[config.mk]
export PLATFORM = sky130hd
export DESIGN_NAME = tspec_pipe
export DESIGN_NICKNAME = d
export VERILOG_FILES = /design/src/rtl/tspec_pkg.sv /design/src/rtl/tspec_capture.sv /design/src/rtl/tspec_recovery.sv /design/src/rtl/tspec_hold.sv /design/src/rtl/tspec_pipe.sv
export SDC_FILE = /design/constraint.sdc
export NUM_CORES = 1
export LEC_CHECK = 0
export BUFFER_PORTS_ARGS = -buffer_cell sky130_fd_sc_hd__buf_2
export CAP_MARGIN = 20
export CORE_ASPECT_RATIO = 1.5
export CORE_MARGIN = 5
export CORE_UTILIZATION = 52
export CTS_BUF_LIST = sky130_fd_sc_hd__clkbuf_16
export CTS_CLUSTER_SIZE = 14
export DETAILED_ROUTE_END_ITERATION = 6
export PLACE_DENSITY = 0.86
export SETUP_SLACK_MARGIN = 0.1
export SYNTH_ARGS = -nofsm -noshare
export SYNTH_HDL_FRONTEND = slang
export SYNTH_SLANG_ARGS = --single-unit
[constraint.sdc]
create_clock -name clk -period 2.86 [get_ports clk]
set_input_delay 0.858 -clock clk [delete_from_list [all_inputs] [get_ports clk]]
set_output_delay 0.858 -clock clk [all_outputs]
set_load 0.03 [all_outputs]
[src/rtl/tspec_pkg.sv]
// Shared types for the shadow-sampled stage register.
// Assumes nothing beyond being compiled before the modules that import it.
package tspec_pkg;

    // Recovery controller mode: normal running or post-flush hold.
    typedef enum logic [0:0] {
        MODE_RUN   = 1'b0,
        MODE_FLUSH = 1'b1
    } tspec_mode_t;

endpackage

[src/rtl/tspec_capture.sv]
// Boundary capture: keeps a main copy and a shadow copy of the stage output
// and flags a mismatch on valid items. On reload the main copy takes the
// shadow value. Assumes the shadow sample always belongs to the same item
// as the main sample (short-path rule met by the source).
module tspec_capture #(
    parameter int DATA_W = 16
) (
    input  logic              clk,
    input  logic              rst_n,
    input  logic [DATA_W-1:0] in_data,
    input  logic              in_valid,
    input  logic [DATA_W-1:0] late_data,
    input  logic              accept,
    input  logic              reload,
    input  logic              kill,
    output logic [DATA_W-1:0] main_data,
    output logic              main_valid,
    output logic              mismatch
);

    logic [DATA_W-1:0] shadow_q;

    // Main/shadow registers: flush, reload from shadow, capture or go empty.
    always_ff @(posedge clk) begin
        if (!rst_n) begin
            main_data  <= '0;
            main_valid <= 1'b0;
            shadow_q   <= '0;
        end else if (kill) begin
            main_valid <= 1'b0;
        end else if (reload) begin
            main_data  <= shadow_q;
        end else if (accept) begin
            main_data  <= in_data;
            main_valid <= in_valid;
            shadow_q   <= late_data;
        end else begin
            main_valid <= 1'b0;
        end
    end

    // Compare the two copies of a valid item.
    always_comb begin
        mismatch = main_valid && (main_data != shadow_q);
    end


    reload_clears_chk: assert property (@(posedge clk) disable iff (!rst_n)
        (reload && !kill) |=> !mismatch);

endmodule

[src/rtl/tspec_recovery.sv]
// Recovery controller: turns a mismatch into one cycle of stall, bubble and
// reload; turns a flush request into a kill plus FLUSH_HOLD stall cycles;
// counts repaired mismatches with saturation. Assumes flush_req is a clean
// synchronous pulse.
module tspec_recovery
    import tspec_pkg::*;
#(
    parameter int FLUSH_HOLD = 2,
    parameter int CNT_W      = 8
) (
    input  logic             clk,
    input  logic             rst_n,
    input  logic             mismatch,
    input  logic             flush_req,
    output logic             stall,
    output logic             bubble,
    output logic             reload,
    output logic             kill,
    output logic             accept,
    output logic [CNT_W-1:0] err_count
);

    localparam int HC_W = (FLUSH_HOLD > 1) ? $clog2(FLUSH_HOLD) : 1;
    localparam logic [HC_W-1:0]  HC_LOAD = HC_W'((FLUSH_HOLD > 0) ? FLUSH_HOLD - 1 : 0);
    localparam logic [CNT_W-1:0] CNT_MAX = '1;
    localparam logic [CNT_W-1:0] CNT_ONE = CNT_W'(1);

    tspec_mode_t      mode_q;
    logic [HC_W-1:0]  hold_q;

    // Control outputs: flush wins over error recovery.
    always_comb begin
        reload = mismatch && !flush_req;
        bubble = reload;
        kill   = flush_req;
        stall  = reload || (mode_q == MODE_FLUSH);
        accept = !stall && !flush_req;
    end

    // Mode and hold counter for the post-flush stall window.
    always_ff @(posedge clk) begin
        if (!rst_n) begin
            mode_q <= MODE_RUN;
            hold_q <= '0;
        end else if (flush_req && (FLUSH_HOLD > 0)) begin
            mode_q <= MODE_FLUSH;
            hold_q <= HC_LOAD;
        end else if (mode_q == MODE_FLUSH) begin
            if (hold_q == '0) begin
                mode_q <= MODE_RUN;
            end else begin
                hold_q <= hold_q - 1'b1;
            end
        end
    end

    // Saturating count of repaired mismatches.
    always_ff @(posedge clk) begin
        if (!rst_n) begin
            err_count <= '0;
        end else if (reload && (err_count != CNT_MAX)) begin
            err_count <= err_count + CNT_ONE;
        end
    end


    cnt_monotonic_chk: assert property (@(posedge clk) disable iff (!rst_n)
        1'b1 |=> (err_count >= $past(err_count)));


    bubble_stall_chk: assert property (@(posedge clk) disable iff (!rst_n)
        bubble |-> (stall && mismatch));


    flush_stall_chk: assert property (@(posedge clk) disable iff (!rst_n)
        (flush_req && (FLUSH_HOLD > 0)) |=> stall);

endmodule

[src/rtl/tspec_hold.sv]
// Non-computing hold chain in front of writeback: DEPTH plain registers that
// delay verified items. A bubble enters as an empty slot; kill empties every
// stage. Assumes DEPTH >= 1 and no back-pressure from writeback.
module tspec_hold #(
    parameter int DATA_W = 16,
    parameter int DEPTH  = 1
) (
    input  logic              clk,
    input  logic              rst_n,
    input  logic [DATA_W-1:0] in_data,
    input  logic              in_valid,
    input  logic              bubble,
    input  logic              kill,
    output logic [DATA_W-1:0] out_data,
    output logic              out_valid
);

    logic [DEPTH-1:0][DATA_W-1:0] d_q;
    logic [DEPTH-1:0]             v_q;

    for (genvar g = 0; g < DEPTH; g++) begin : g_stage
        if (g == 0) begin : g_head
            // First stage: takes the boundary item or an empty slot.
            always_ff @(posedge clk) begin
                if (!rst_n) begin
                    d_q[g] <= '0;
                    v_q[g] <= 1'b0;
                end else begin
                    d_q[g] <= in_data;
                    v_q[g] <= in_valid && !bubble && !kill;
                end
            end
        end else begin : g_tail
            // Later stages: shift the previous stage on.
            always_ff @(posedge clk) begin
                if (!rst_n) begin
                    d_q[g] <= '0;
                    v_q[g] <= 1'b0;
                end else begin
                    d_q[g] <= d_q[g-1];
                    v_q[g] <= v_q[g-1] && !kill;
                end
            end
        end
    end

    // Last stage drives the writeback side.
    always_comb begin
        out_data  = d_q[DEPTH-1];
        out_valid = v_q[DEPTH-1];
    end


    bubble_gap_chk: assert property (@(posedge clk) disable iff (!rst_n)
        bubble |=> !v_q[0]);

endmodule

[src/rtl/tspec_pipe.sv]
// Top: shadow-sampled timing-error stage register with stall/bubble/reload
// recovery, flush on a doubtful error flag, and a hold chain before
// writeback. Assumes the source holds its item while stall is high and
// supplies the late sample of the same item in the same cycle.
module tspec_pipe #(
    parameter int DATA_W      = 16,
    parameter int HOLD_STAGES = 1,
    parameter int FLUSH_HOLD  = 2,
    parameter int CNT_W       = 8
) (
    input  logic              clk,
    input  logic              rst_n,
    input  logic [DATA_W-1:0] in_data,
    input  logic              in_valid,
    input  logic [DATA_W-1:0] late_data,
    input  logic              flush_req,
    output logic [DATA_W-1:0] out_data,
    output logic              out_valid,
    output logic              stall,
    output logic              bubble,
    output logic              err,
    output logic [CNT_W-1:0]  err_count
);

    logic [DATA_W-1:0] main_data;
    logic              main_valid;
    logic              mismatch;
    logic              accept;
    logic              reload;
    logic              kill;

    tspec_capture #(.DATA_W(DATA_W)) cap_i (
        .clk        (clk),
        .rst_n      (rst_n),
        .in_data    (in_data),
        .in_valid   (in_valid),
        .late_data  (late_data),
        .accept     (accept),
        .reload     (reload),
        .kill       (kill),
        .main_data  (main_data),
        .main_valid (main_valid),
        .mismatch   (mismatch)
    );

    tspec_recovery #(.FLUSH_HOLD(FLUSH_HOLD), .CNT_W(CNT_W)) rec_i (
        .clk       (clk),
        .rst_n     (rst_n),
        .mismatch  (mismatch),
        .flush_req (flush_req),
        .stall     (stall),
        .bubble    (bubble),
        .reload    (reload),
        .kill      (kill),
        .accept    (accept),
        .err_count (err_count)
    );

    tspec_hold #(.DATA_W(DATA_W), .DEPTH(HOLD_STAGES)) hold_i (
        .clk       (clk),
        .rst_n     (rst_n),
        .in_data   (main_data),
        .in_valid  (main_valid),
        .bubble    (bubble),
        .kill      (kill),
        .out_data  (out_data),
        .out_valid (out_valid)
    );

    // Error flag seen at the port.
    always_comb begin
        err = mismatch;
    end


    flush_empties_chk: assert property (@(posedge clk) disable iff (!rst_n)
        flush_req |=> !out_valid);


    idle_no_err_chk: assert property (@(posedge clk) disable iff (!rst_n)
        (!in_valid && !stall && !flush_req) |=> !err);

endmodule

=== After elaboration in Yosys (flattened, before gate mapping) ===
Cells that the tools add are included.

* Register bits after elaboration: 60
* Input port bits: 36
* Output and inout port bits: 28

* Add/subtract/negate cells: 2
* Equality and inequality tests: 2
* Multiplexer cells: 9
* Bitwise logic cells: 3
* Reduce and logical (&&, ||, !) cells: 15

{| class="wikitable"
|+ Operators by type and width
! cell !! number
|-
| 16-bit two-way mux || 2
|-
| 16-bit inequality test || 1
|-
| 8-bit by 1-bit adder with 8-bit output, second input constant || 1
|-
| 8-bit inequality test, second input constant || 1
|-
| 1-bit two-way mux || 7
|-
| 1-bit logical AND || 6
|-
| 2-bit nonzero test || 2
|-
| 1-bit logical NOT || 3
|-
| 1-bit inverter || 3
|-
| 3-bit AND reduction || 1
|-
| 2-bit AND reduction || 1
|-
| 2-bit OR reduction || 1
|-
| 1-bit logical OR || 1
|-
| 1-bit subtractor, second input constant || 1
|}

=== Depth between registers and ports, before layout ===
Gate-level depths: netlist (run 1).

* Word-level depth: 8
* Mapped depth: 7

=== By module ===
Synthesis (run 1) repeated with hierarchy kept, for this count alone.

* Cell total of the unflattened synthesis: 264
* Area total of the unflattened synthesis: 2,665.1 sq um

{| class="wikitable"
|+ By module, submodules not included
! module !! instances !! cells each !! area each (sq um) !! seq. area each (sq um)
|-
| tspec_capture || 1 || 168 || 1,642.8 || 660.6
|-
| tspec_recovery || 1 || 61 || 543.0 || 200.2
|-
| tspec_hold || 1 || 35 || 479.2 || 340.3
|}

=== Least setup slack after synthesis (run 1) ===
OpenSTA, ideal clock, no wires.

* Path kind: input port to output port
* From: input flush_req
* To: output stall
* Arrival: 2.126 ns
* Required time: 2.002 ns
* Path slack: -0.124 ns
* Stages: 5
* Buffers on the path: 2
* Cell sequence: clkbuf_1 inv_1 nand2_1 clkbuf_1 o21ai_0

* Cells in the longest elaborated chain, start to end: 3

{| class="wikitable"
|+ Ends and longest elaborated chain
! item !! RTL line !! text
|-
| start: declaration || tspec_pipe.sv:16 || <nowiki>input logic flush_req,</nowiki>
|-
| 1-bit logical NOT || tspec_recovery.sv:33 || <nowiki>reload = mismatch && !flush_req;</nowiki>
|-
| 1-bit logical AND || tspec_recovery.sv:33 ||
|-
| 1-bit logical OR || tspec_recovery.sv:36 || <nowiki>stall = reload || (mode_q == MODE_FLUSH);</nowiki>
|-
| end: declaration || tspec_pipe.sv:19 || <nowiki>output logic stall,</nowiki>
|}

No other way between the ends.

=== Worst setup path after layout (run 1) ===
* From: register cap_i.shadow_q[2]
* To: output stall

* Cells in the longest elaborated chain, start to end: 4

{| class="wikitable"
|+ Ends and longest elaborated chain
! item !! RTL line !! text
|-
| start: declaration || tspec_capture.sv:21 || <nowiki>logic [DATA_W-1:0] shadow_q;</nowiki>
|-
| start signal: assignment || tspec_capture.sv:36 || <nowiki>shadow_q <= late_data;</nowiki>
|-
| 16-bit inequality test || tspec_capture.sv:44 || <nowiki>mismatch = main_valid && (main_data != shadow_q);</nowiki>
|-
| 1-bit logical AND || tspec_capture.sv:44 ||
|-
| 1-bit logical AND || tspec_recovery.sv:33 ||
|-
| 1-bit logical OR || tspec_recovery.sv:36 ||
|}

No other way between the ends.

==> results of run 1 <==
## power by group through the flow
stage,combinational (uW),sequential (uW),clock [uW]
2_1_floorplan,135,941,0
3_3_place_gp,213,928,0
3_5_place_dp,219,931,0
4_1_cts,221,915,915
5_1_grt,245,918,961
6_report,224,915,900
## state kept, by name, indices dropped and copies added, names as in the netlist
signal,count
cap_i.main_data,16
cap_i.shadow_q,16
hold_i.out_data,16
rec_i.err_count,8
cap_i.main_valid,1
hold_i.out_valid,1
rec_i.hold_q,1
rec_i.mode_q,1
## worst reg2reg max path: stages (launching register included)
cell and delay [ns]:
sky130_fd_sc_hd__dfxtp_1 0.39, sky130_fd_sc_hd__xor2_1 0.24, sky130_fd_sc_hd__nor4_2 0.10, sky130_fd_sc_hd__and4_1 0.24
sky130_fd_sc_hd__buf_4 0.19, sky130_fd_sc_hd__nor3b_2 0.89, sky130_fd_sc_hd__a221o_1 0.31
## metrics by stage
| stage | instances | hold WS, ns | power [uW] | setup WS (ns) | cell area (um^2) |
|---|---|---|---|---|---|
| after floorplan | 267 | 0.459 | 1080 | 0.105 | 2530 |
| after global placement | 385 | 0.470 | 1140 | 0.471 | 2900 |
| after detailed placement | 385 | 0.481 | 1150 | 0.416 | 2900 |
| after CTS | 400 | 0.488 | 2050 | 0.112 | 3150 |
| after global routing | 400 | 0.510 | 2120 | 0.137 | 3160 |
| final | 400 | 0.487 | 2040 | 0.173 | 3160 |
## area by class of cell
cell class | instances | area, um^2
timing repair buffer | 70 | 368
sequential | 60 | 1200
inverter | 4 | 15.0
clock buffer | 9 | 225
clock inverter | 6 | 25.0
tap | 66 | 82.6
multi-input combinational | 185 | 1250
fill | 404 | 1610
## path summary, 6_finish.rpt
path / from / end
min reg2reg: rec_i.err_count[1] / rec_i.err_count[1]
min: rec_i.err_count[1] / rec_i.err_count[1]
max reg2reg: cap_i.main_data[7] / cap_i.main_data[5]
max: cap_i.shadow_q[2] / stall
## placed cells by master, fill, tap and decap left out, drive strengths merged, types with 6 or more instances in the layout
| master | netlist | final |
|---|---|---|
| and2 | 16 | 16 |
| dfxtp | 60 | 60 |
| nand2 | 40 | 40 |
| nor2 | 18 | 18 |
| buf | 4 | 70 |
| inv | 4 | 6 |
| mux2i | 20 | 20 |
| xor2 | 16 | 16 |
| nand3 | 18 | 18 |
| a221o | 16 | 16 |
| clkbuf | 14 | 9 |
## kinds of logic after synthesis
| family | count (synthesis) | synth area share |
|---|---|---|
| compound gates | 30 | 0.107 |
| fa+ha+maj | 1 | 0.00494 |
| buf+inv | 22 | 0.0371 |
| flops | 60 | 0.475 |
| mux | 20 | 0.0791 |
| simple gates | 118 | 0.241 |
| xor+xnor | 16 | 0.0554 |
## metal layers
| layer | routed length (um) | track usage |
|---|---|---|
| met5 | 0 | 0 |
| met4 | 146 | 0.0931 |
| met3 | 384 | 0.0554 |
| met2 | 3150 | 0.363 |
| met1 | 2210 | 0.214 |
==> impl_metrics.prom, run 1 <==
# TYPE chip_impl_metric gauge
chip_impl_info{name="run_status",value="finished, final reports clean"} 1
chip_impl_metric{name="timing.critical_path.slowest_cell_delay",unit="ns"} 0.41
chip_impl_metric{name="routed_via_density",unit=""} 5.40
chip_impl_metric{name="post_cts_hold_buffer_count",unit=""} 0
chip_impl_metric{name="worst_ep_arrival_time",unit="ns"} 1.83
chip_impl_metric{name="reg2reg_slack",unit="ns"} 0.45
chip_impl_info{name="setup_repair_after_global_routing_missed_its_margin",value="false"} 1
chip_impl_metric{name="worst_slew_pin_slew",unit="ns"} 1.08
chip_impl_metric{name="placement.io_buffers",unit=""} 63
chip_impl_info{name="ys.flop_type",value="sky130_fd_sc_hd__dfxtp_1"} 1
chip_impl_metric{name="synth_edf_count",unit=""} 0
chip_impl_metric{name="fp.dieArea",unit="mm^2"} 0.00639
chip_impl_metric{name="hold_violations",unit=""} 0
chip_impl_metric{name="setup_failing_eps_final",unit=""} 0
chip_impl_metric{name="grt_overflow",unit=""} 0
chip_impl_metric{name="synth_seq_cells",unit=""} 60
chip_impl_metric{name="timing.max_slew.rel_slack",unit=""} 0.277
chip_impl_metric{name="die-height",unit="um"} 95.4
chip_impl_metric{name="grt_max_degree",unit=""} 44
chip_impl_metric{name="worst-path-stages",unit=""} 5
chip_impl_metric{name="num-nets-final",unit=""} 367
chip_impl_metric{name="top_level_ports",unit=""} 64
chip_impl_metric{name="post_cts_resize_count",unit=""} 0
chip_impl_metric{name="drt_initial_violations",unit=""} 126
chip_impl_metric{name="yosysSeqAreaShare",unit=""} 0.475
chip_impl_metric{name="syn-num-nets",unit=""} 304
chip_impl_info{name="post-synth-top-area-cell",value="sky130_fd_sc_hd__dfxtp_1"} 1
chip_impl_info{name="yosys-top-cells-area",value="sky130_fd_sc_hd__dfxtp_1 (47%), sky130_fd_sc_hd__mux2i_1 (7.9%), sky130_fd_sc_hd__a221o_1 (6.3%)"} 1
chip_impl_metric{name="post_synth_inst_count",unit=""} 267
chip_impl_info{name="tritoncts",value="built"} 1
chip_impl_metric{name="timing.hold.worst_path_depth",unit=""} 2
chip_impl_metric{name="placementRows",unit=""} 31
chip_impl_metric{name="number_of_buffers_created_by_cts",unit=""} 9
chip_impl_info{name="critical-path-slowest-cell",value="sky130_fd_sc_hd__nor4_1"} 1
chip_impl_metric{name="detail_route.wirelength",unit="um"} 5880
chip_impl_metric{name="clock_tree.buffer_depth",unit=""} 2
chip_impl_metric{name="dp_hpwl",unit="um"} 4140
chip_impl_metric{name="floorplan.core_area",unit="mm^2"} 0.00477
chip_impl_metric{name="synthDominantCellAreaShare",unit=""} 0.475
chip_impl_metric{name="rr_worst_depth",unit=""} 6
chip_impl_metric{name="cts-htree-levels",unit=""} 3
chip_impl_info{name="worst_setup_path_end_kind",value="primary output"} 1
chip_impl_metric{name="first_global_vias",unit=""} 2138
chip_impl_metric{name="syn_area_per_cell",unit="um^2"} 9.48
chip_impl_metric{name="globalRouteTotalUtil",unit=""} 0.202
chip_impl_metric{name="total_leakage_power",unit="uW"} 0.00148
chip_impl_metric{name="seqPwrFrac",unit=""} 0.449
chip_impl_metric{name="combinationalPowerShare",unit=""} 0.110
chip_impl_metric{name="final_core_utilization",unit=""} 0.663
chip_impl_info{name="crit_path_cell_trace",value="xor2_1 -> nor4_1 -> and4_1 -> o21ai_1 -> buf_2"} 1
chip_impl_metric{name="grt_pass1_wl",unit="um"} 9560
chip_impl_metric{name="clock_insertion_delay_worst_skew",unit="ns"} 0.33
chip_impl_metric{name="detailroute.via_count",unit=""} 2158
chip_impl_metric{name="synth.yosys.warnings",unit=""} 0
chip_impl_metric{name="post_route_cells_drive_above_1_share",unit=""} 0.263
chip_impl_metric{name="drc_errors",unit=""} 0
chip_impl_info{name="min-delay-path-class",value="flop to flop"} 1
chip_impl_metric{name="share_clk_of_total_power",unit=""} 0.441
chip_impl_metric{name="cp_data_required_time",unit="ns"} 2.00
chip_impl_metric{name="setup_total_negative_slack",unit="ns"} 0
chip_impl_metric{name="chipWidth",unit="um"} 67.0
chip_impl_metric{name="num_antenna_cells",unit=""} 0
chip_impl_metric{name="max_cap_violations",unit=""} 0
chip_impl_metric{name="period_needed",unit="ns"} 2.69
chip_impl_info{name="yosys-top-cells-count",value="sky130_fd_sc_hd__dfxtp_1 (60), sky130_fd_sc_hd__nand2_1 (40), sky130_fd_sc_hd__mux2i_1 (20)"} 1
chip_impl_info{name="crit_path_start_kind",value="flop"} 1
chip_impl_metric{name="areaGrowthSynthToFinish",unit="%"} 25.1
chip_impl_metric{name="netlist-cell-type-count",unit=""} 34
chip_impl_metric{name="netlist_area",unit="mm^2"} 0.00253
chip_impl_metric{name="number_of_slew_limit_violations_in_the_final_report",unit=""} 0
chip_impl_info{name="clock-root-buffer",value="sky130_fd_sc_hd__clkbuf_16"} 1
chip_impl_metric{name="globalplace.congestion",unit=""} 0.844
chip_impl_metric{name="power_report.internal_total",unit="uW"} 1540
chip_impl_metric{name="max_vdd_drop",unit="mV"} 0.316
chip_impl_metric{name="firstDrtPassIters",unit=""} 4
chip_impl_metric{name="p_switching",unit="uW"} 502
chip_impl_info{name="synthMostInstantiatedCell",value="sky130_fd_sc_hd__dfxtp_1"} 1
chip_impl_metric{name="drt.antenna.violating_nets",unit=""} 0
chip_impl_info{name="criticalPathCategory",value="flop to primary output"} 1
chip_impl_metric{name="cts.reportedPaths.clkPinSlew",unit="ns"} 0.05
chip_impl_metric{name="async_reset_ff_frac",unit=""} 0
chip_impl_metric{name="worst_case_clock_skew",unit="ns"} 0.00342
chip_impl_metric{name="post_cts.repair.setup_buffers",unit=""} 0
chip_impl_info{name="critical-path-top-delay-family",value="simple AND/OR/NAND/NOR gates"} 1
chip_impl_metric{name="clock.fmax",unit="GHz"} 0.372
chip_impl_metric{name="power_density",unit="mW/mm^2"} 644
chip_impl_metric{name="cts_sinks",unit=""} 60
chip_impl_metric{name="min_period_over_period",unit=""} 0.940
chip_impl_metric{name="power.share.switching",unit=""} 0.246
chip_impl_metric{name="path_buf_inv",unit=""} 1
chip_impl_metric{name="grt_antenna_before_repair",unit=""} 0
chip_impl_metric{name="crit_path_max_fanout",unit=""} 3
chip_impl_metric{name="post_drt_wl_per_cell",unit="um"} 14.7
chip_impl_metric{name="initial_utilization",unit=""} 0.530
No activity file was read; power rests on OpenSTA's default activity.
==> run 2: changes to the inputs <==
--- a/config.mk
+++ b/config.mk
@@ -7,9 +7,11 @@
 export LEC_CHECK = 0
 export BUFFER_PORTS_ARGS = -buffer_cell sky130_fd_sc_hd__buf_2
 export CAP_MARGIN = 20
+export CELL_PAD_IN_SITES_DETAIL_PLACEMENT = 1
+export CELL_PAD_IN_SITES_GLOBAL_PLACEMENT = 1
 export CORE_ASPECT_RATIO = 1.5
 export CORE_MARGIN = 5
-export CORE_UTILIZATION = 52
+export CORE_UTILIZATION = 39
 export CTS_BUF_LIST = sky130_fd_sc_hd__clkbuf_16
 export CTS_CLUSTER_SIZE = 14
 export DETAILED_ROUTE_END_ITERATION = 6
==> impl_metrics.prom, run 2 (synthesis gave the netlist of run 1 again) <==
# TYPE chip_impl_metric gauge
chip_impl_info{name="run_status",value="finished, final reports clean"} 1
chip_impl_metric{name="number_of_slew_limit_violations_in_the_final_report",unit=""} 0
chip_impl_metric{name="areaGrowthSynthToFinish",unit="%"} 27.2
chip_impl_metric{name="cts_sinks",unit=""} 60
chip_impl_metric{name="cts.reportedPaths.clkPinSlew",unit="ns"} 0.05
chip_impl_metric{name="chipWidth",unit="um"} 75.8
chip_impl_info{name="worst_setup_path_end_kind",value="primary output"} 1
chip_impl_metric{name="worst_case_clock_skew",unit="ns"} 0.00749
chip_impl_metric{name="setup_slack",unit="ns"} 0.0951
chip_impl_metric{name="placement.io_buffers",unit=""} 63
chip_impl_metric{name="hold_violations",unit=""} 0
chip_impl_metric{name="num_antenna_cells",unit=""} 0
chip_impl_info{name="final_common_cell",value="sky130_fd_sc_hd__buf_2"} 1
chip_impl_info{name="tritoncts",value="built"} 1
chip_impl_metric{name="first_global_vias",unit=""} 2252
chip_impl_metric{name="globalplace.congestion",unit=""} 0.852
chip_impl_metric{name="timing.hold.worst_path_depth",unit=""} 2
chip_impl_info{name="timing.hold.worst_endpoint",value="cap_i.shadow_q[5]"} 1
chip_impl_metric{name="number_of_buffers_created_by_cts",unit=""} 9
chip_impl_info{name="regToRegEndpoint",value="cap_i.main_data[12]"} 1
chip_impl_metric{name="worst_slew_pin_slew",unit="ns"} 1.13
chip_impl_metric{name="grt_antenna_before_repair",unit=""} 0
chip_impl_metric{name="worst_hold_slack",unit="ns"} 0.493
chip_impl_metric{name="max_vdd_drop",unit="mV"} 0.294
chip_impl_metric{name="cts-htree-levels",unit=""} 3
chip_impl_info{name="clock-root-buffer",value="sky130_fd_sc_hd__clkbuf_16"} 1
chip_impl_metric{name="globalRouteTotalUtil",unit=""} 0.177
chip_impl_metric{name="floorplan.core_area",unit="mm^2"} 0.00640
chip_impl_metric{name="finalNonFillerCells",unit=""} 412
chip_impl_metric{name="timing.max_slew.rel_slack",unit=""} 0.246
chip_impl_metric{name="firstDrtPassIters",unit=""} 4
chip_impl_metric{name="crit_path_max_fanout",unit=""} 6
chip_impl_metric{name="num-nets-final",unit=""} 370
chip_impl_metric{name="drt.antenna.violating_nets",unit=""} 0
chip_impl_metric{name="total_leakage_power",unit="uW"} 0.00150
chip_impl_metric{name="final_core_utilization",unit=""} 0.503
chip_impl_metric{name="dp.cells",unit=""} 395
chip_impl_metric{name="detail_route.wirelength",unit="um"} 6850
chip_impl_metric{name="area_taken_by_flip_flops_and_latches",unit="mm^2"} 0.00120
chip_impl_metric{name="clock_tree.buffer_depth",unit=""} 2
chip_impl_metric{name="grt_overflow",unit=""} 0
chip_impl_metric{name="grt_pass1_wl",unit="um"} 10900
chip_impl_metric{name="power_density",unit="mW/mm^2"} 646
chip_impl_metric{name="layout.filler_cells",unit=""} 760
chip_impl_metric{name="die-height",unit="um"} 109
chip_impl_metric{name="drc_errors",unit=""} 0
chip_impl_metric{name="min_period_over_period",unit=""} 0.967
chip_impl_metric{name="top_level_ports",unit=""} 64
chip_impl_metric{name="max_cap_violations",unit=""} 0
chip_impl_metric{name="period_needed",unit="ns"} 2.76
chip_impl_metric{name="clock.fmax",unit="GHz"} 0.362
chip_impl_metric{name="area_of_the_multi_input_gates",unit="mm^2"} 0.00126
chip_impl_metric{name="routed_via_density",unit=""} 5.30
chip_impl_metric{name="totalPowerFinal",unit="uW"} 2080
chip_impl_metric{name="rr_worst_depth",unit=""} 5
chip_impl_metric{name="post_drt_wl_per_cell",unit="um"} 16.6
chip_impl_metric{name="setup_failing_eps_final",unit=""} 0
chip_impl_metric{name="dp_hpwl",unit="um"} 4690
chip_impl_info{name="critical_path.reg2reg.startpoint",value="cap_i.shadow_q[11]"} 1
chip_impl_metric{name="dp_slack",unit="ns"} 0.353
chip_impl_metric{name="initial_utilization",unit=""} 0.396
chip_impl_metric{name="post_route_cells_drive_above_1_share",unit=""} 0.280
chip_impl_info{name="min-delay-path-class",value="flop to flop"} 1
chip_impl_info{name="crit_path_start_kind",value="flop"} 1
chip_impl_info{name="timing.hold.worst.start",value="cap_i.shadow_q[5]"} 1
chip_impl_metric{name="reg2reg_slack",unit="ns"} 0.59
chip_impl_metric{name="cp_data_required_time",unit="ns"} 2.00
chip_impl_metric{name="grt_max_degree",unit=""} 82
chip_impl_info{name="layout_common_cells",value="sky130_fd_sc_hd__buf_2 (63), sky130_fd_sc_hd__dfxtp_1 (60), sky130_fd_sc_hd__nand2_1 (40), sky130_fd_sc_hd__mux2i_1 (20)"} 1
chip_impl_metric{name="detailroute.via_count",unit=""} 2185
chip_impl_info{name="criticalPathCategory",value="flop to primary output"} 1
chip_impl_metric{name="drt_initial_violations",unit=""} 119
chip_impl_info{name="timing.critical_path.from",value="cap_i.shadow_q[2]"} 1
chip_impl_metric{name="worst_ep_arrival_time",unit="ns"} 1.91
chip_impl_metric{name="placementRows",unit=""} 36
chip_impl_metric{name="fp.dieArea",unit="mm^2"} 0.00823
chip_impl_metric{name="clock_insertion_delay_worst_skew",unit="ns"} 0.32
[run 2: cell types whose count changed in the layout (fill, tap and decap cells not counted)]
| cell | delta |
|---|---|
| sky130_fd_sc_hd__clkinv_1 | -1 |
| sky130_fd_sc_hd__and4_4 | +1 |
| sky130_fd_sc_hd__clkinv_2 | +1 |
| sky130_fd_sc_hd__nor4_1 | -1 |
| sky130_fd_sc_hd__buf_12 | +1 |
| sky130_fd_sc_hd__nor4_2 | +1 |
| sky130_fd_sc_hd__and4_1 | -1 |
| sky130_fd_sc_hd__inv_1 | -1 |
| sky130_fd_sc_hd__buf_4 | +2 |
[run 2: cell type report]
cell class | count | share of cell area
multi-input cells | 185 | 0.390
flip-flops and latches | 60 | 0.373
repair buffers | 73 | 0.125
clock buffers | 9 | 0.0700
well taps | 76 | 0.0295
clock inverters | 5 | 0.00700
inverters | 4 | 0.00467
[run 2: routing by layer]
metal  global-route usage  part of all wire
met1                0.192              0.38
met2                0.310              0.55
met3               0.0443             0.039
met4               0.0838             0.029
met5                    0                 0
[run 2: how the worst max path moves through the flow]
stage          endpoint  slack (ns)  depth (start not counted)
2_1_floorplan     stall        0.10                          5
6_report          stall         0.1                          5
3_3_place_gp      stall        0.41                          5
5_1_grt           stall       -0.02                          5
3_5_place_dp      stall        0.35                          5
4_1_cts           stall        0.12                          5
[run 2: repair_timing]
action / CTS / global route
gates cloned: 0 / 0
pin swaps: 0 / 3
endpoints found under the setup margin: 2 / 2
buffers inserted: 0 / 3
hold buffers: 0 / 0
resized for setup: 5 / 0
[run 2: metrics by stage]
step	setup TNS (ns)	cell area, um^2
after floorplan	0	2530
after global placement	0	2930
after detailed placement	0	2930
after CTS	0	3200
after global routing	-0.0169	3220
final	0	3220
[run 2: critical path: stages (launching register included)]
cell and delay, ns:
sky130_fd_sc_hd__dfxtp_1 0.33, sky130_fd_sc_hd__xor2_1 0.18, sky130_fd_sc_hd__nor4_2 0.43, sky130_fd_sc_hd__and4_4 0.35, sky130_fd_sc_hd__o21ai_1 0.11, sky130_fd_sc_hd__buf_2 0.19
[run 2: where the power goes]
part | internal (uW) | switching [uW] | total [uW]
combinational | 111 | 147 | 258
sequential | 880 | 34.9 | 915
clock | 562 | 342 | 905
==> run 3: changes to the inputs <==
--- a/config.mk
+++ b/config.mk
@@ -5,7 +5,7 @@
 export SDC_FILE = /design/constraint.sdc
 export NUM_CORES = 1
 export LEC_CHECK = 0
-export BUFFER_PORTS_ARGS = -buffer_cell sky130_fd_sc_hd__buf_2
+export BUFFER_PORTS_ARGS = -buffer_cell sky130_fd_sc_hd__clkbuf_2
 export CAP_MARGIN = 20
 export CELL_PAD_IN_SITES_DETAIL_PLACEMENT = 1
 export CELL_PAD_IN_SITES_GLOBAL_PLACEMENT = 1
==> impl_metrics.prom, run 3 (synthesis gave the netlist of run 1 again) <==
# TYPE chip_impl_metric gauge
chip_impl_metric{name="cts.reportedPaths.clkPinSlew",unit="ns"} 0.05
chip_impl_metric{name="power_density",unit="mW/mm^2"} 646
chip_impl_metric{name="detail_route.wirelength",unit="um"} 7190
chip_impl_metric{name="total_leakage_power",unit="uW"} 0.00150
chip_impl_metric{name="setup_slack",unit="ns"} 0.159
chip_impl_metric{name="placement.io_buffers",unit=""} 63
chip_impl_metric{name="worst_slew_pin_slew",unit="ns"} 1.05
chip_impl_metric{name="num_antenna_cells",unit=""} 0
chip_impl_metric{name="cts_sinks",unit=""} 60
chip_impl_metric{name="grt_overflow",unit=""} 0
chip_impl_metric{name="globalRouteTotalUtil",unit=""} 0.186
chip_impl_metric{name="hold_violations",unit=""} 0
chip_impl_info{name="criticalPathCategory",value="flop to primary output"} 1
chip_impl_info{name="tritoncts",value="built"} 1
chip_impl_info{name="crit_path_start_kind",value="flop"} 1
chip_impl_info{name="final_common_cell",value="sky130_fd_sc_hd__clkbuf_2"} 1
chip_impl_info{name="min-delay-path-class",value="flop to flop"} 1
chip_impl_metric{name="number_of_slew_limit_violations_in_the_final_report",unit=""} 0
chip_impl_info{name="setup_repair_after_global_routing_missed_its_margin",value="false"} 1
chip_impl_metric{name="areaGrowthSynthToFinish",unit="%"} 27.6
chip_impl_metric{name="firstDrtPassIters",unit=""} 4
chip_impl_metric{name="crit_path_max_fanout",unit=""} 4
chip_impl_metric{name="drt.antenna.violating_nets",unit=""} 0
chip_impl_metric{name="clock_insertion_delay_worst_skew",unit="ns"} 0.33
chip_impl_metric{name="post_route_cells_drive_above_1_share",unit=""} 0.278
chip_impl_metric{name="cts-htree-levels",unit=""} 3
chip_impl_metric{name="drc_errors",unit=""} 0
chip_impl_metric{name="clock.fmax",unit="GHz"} 0.370
chip_impl_metric{name="floorplan.core_area",unit="mm^2"} 0.00640
chip_impl_metric{name="min_period_over_period",unit=""} 0.944
chip_impl_metric{name="num-nets-final",unit=""} 371
chip_impl_metric{name="detailroute.via_count",unit=""} 2179
chip_impl_metric{name="number_of_buffers_created_by_cts",unit=""} 9
chip_impl_metric{name="dp_slack",unit="ns"} 0.337
chip_impl_metric{name="top_level_ports",unit=""} 64
chip_impl_metric{name="worst_hold_slack",unit="ns"} 0.491
chip_impl_metric{name="grt_pass1_wl",unit="um"} 11300
chip_impl_metric{name="cp_data_required_time",unit="ns"} 2.00
chip_impl_metric{name="die-height",unit="um"} 109
chip_impl_metric{name="first_global_vias",unit=""} 2272
chip_impl_metric{name="timing.max_slew.rel_slack",unit=""} 0.295
chip_impl_metric{name="chipWidth",unit="um"} 75.8
chip_impl_metric{name="grt_antenna_before_repair",unit=""} 0
chip_impl_metric{name="post_cts_hold_buffer_count",unit=""} 0
chip_impl_metric{name="period_needed",unit="ns"} 2.70
chip_impl_metric{name="drt_initial_violations",unit=""} 149
chip_impl_metric{name="dp_hpwl",unit="um"} 4830
chip_impl_metric{name="routed_via_density",unit=""} 5.26
chip_impl_metric{name="reg2reg_slack",unit="ns"} 0.51
chip_impl_metric{name="clock_tree.buffer_depth",unit=""} 2
chip_impl_metric{name="placementRows",unit=""} 36
chip_impl_metric{name="setup_failing_eps_final",unit=""} 0
chip_impl_metric{name="post_drt_wl_per_cell",unit="um"} 17.4
chip_impl_info{name="clock-root-buffer",value="sky130_fd_sc_hd__clkbuf_16"} 1
chip_impl_metric{name="initial_utilization",unit=""} 0.396
chip_impl_metric{name="max_cap_violations",unit=""} 0
chip_impl_metric{name="worst_ep_arrival_time",unit="ns"} 1.84
chip_impl_info{name="run_status",value="finished, final reports clean"} 1
chip_impl_metric{name="max_vdd_drop",unit="mV"} 0.401
chip_impl_metric{name="setup_total_negative_slack",unit="ns"} 0
chip_impl_info{name="layout_common_cells",value="sky130_fd_sc_hd__clkbuf_2 (63), sky130_fd_sc_hd__dfxtp_1 (60), sky130_fd_sc_hd__nand2_1 (40), sky130_fd_sc_hd__mux2i_1 (20)"} 1
chip_impl_metric{name="grt_max_degree",unit=""} 82
chip_impl_info{name="worst_setup_path_end_kind",value="primary output"} 1
chip_impl_metric{name="fp.dieArea",unit="mm^2"} 0.00823
chip_impl_metric{name="globalplace.congestion",unit=""} 0.841
chip_impl_metric{name="worst_case_clock_skew",unit="ns"} 0.00745
==> run 3: cell type report <==
| cell class | instances | area [um^2] |
|---|---|---|
| clock buffer | 9 | 225 |
| clock inverter | 6 | 25.0 |
| fill | 758 | 3170 |
| inverter | 4 | 15.0 |
| multi-input combinational | 185 | 1260 |
| sequential | 60 | 1200 |
| tap | 76 | 95.1 |
| timing repair buffer | 74 | 410 |
==> run 3: path summary, 6_finish.rpt <==
check | startpoint | end | cells past startpoint
setup / recovery | cap_i.shadow_q[10] | stall | 5
hold / removal | cap_i.shadow_q[0] | cap_i.shadow_q[0] | 2
setup reg to reg | cap_i.shadow_q[7] | cap_i.main_data[2] | 6
hold reg to reg | cap_i.shadow_q[0] | cap_i.shadow_q[0] | 2
==> run 3: timing repair <==
action,CTS,global route
endpoints found under the setup margin,2,2
setup buffers,0,4
gates resized for setup,5,0
pin swaps,0,5
==> run 3: report_power, final <==
| part | internal, uW | switching, uW | leakage, uW |
|---|---|---|---|
| Combinational | 105 | 144 | 0.000874 |
| Sequential | 880 | 36.2 | 0.000490 |
| Clock | 563 | 356 | 0.000133 |
| Total | 1550 | 536 | 0.00150 |
==> run 3: routing by layer <==
layer | track usage | wire length, um | vias up
li1 | - | - | 1071
met2 | 0.338 | 4060 | 42
met5 | 0 | 0 | -
met4 | 0.0800 | 116 | 0
met3 | 0.0470 | 268 | 11
met1 | 0.194 | 2740 | 1055
==> run 3: worst max-delay path: stages, from the launching register on <==
cell                       delay [ns]
sky130_fd_sc_hd__dfxtp_1         0.33
sky130_fd_sc_hd__xor2_1          0.19
sky130_fd_sc_hd__nor4_2          0.38
sky130_fd_sc_hd__and4_4          0.33
sky130_fd_sc_hd__o21ai_1         0.09
sky130_fd_sc_hd__clkbuf_2        0.19
==> run 3: through the flow <==
step	utilization	instance area (um^2)	instances	total power (uW)
after detailed placement	0.458	2930	395	1160
after global routing	0.505	3230	414	2170
after floorplan	-	2530	267	1080
after global placement	0.458	2930	395	1150
after CTS	0.500	3200	410	2090
final	0.505	3230	414	2090
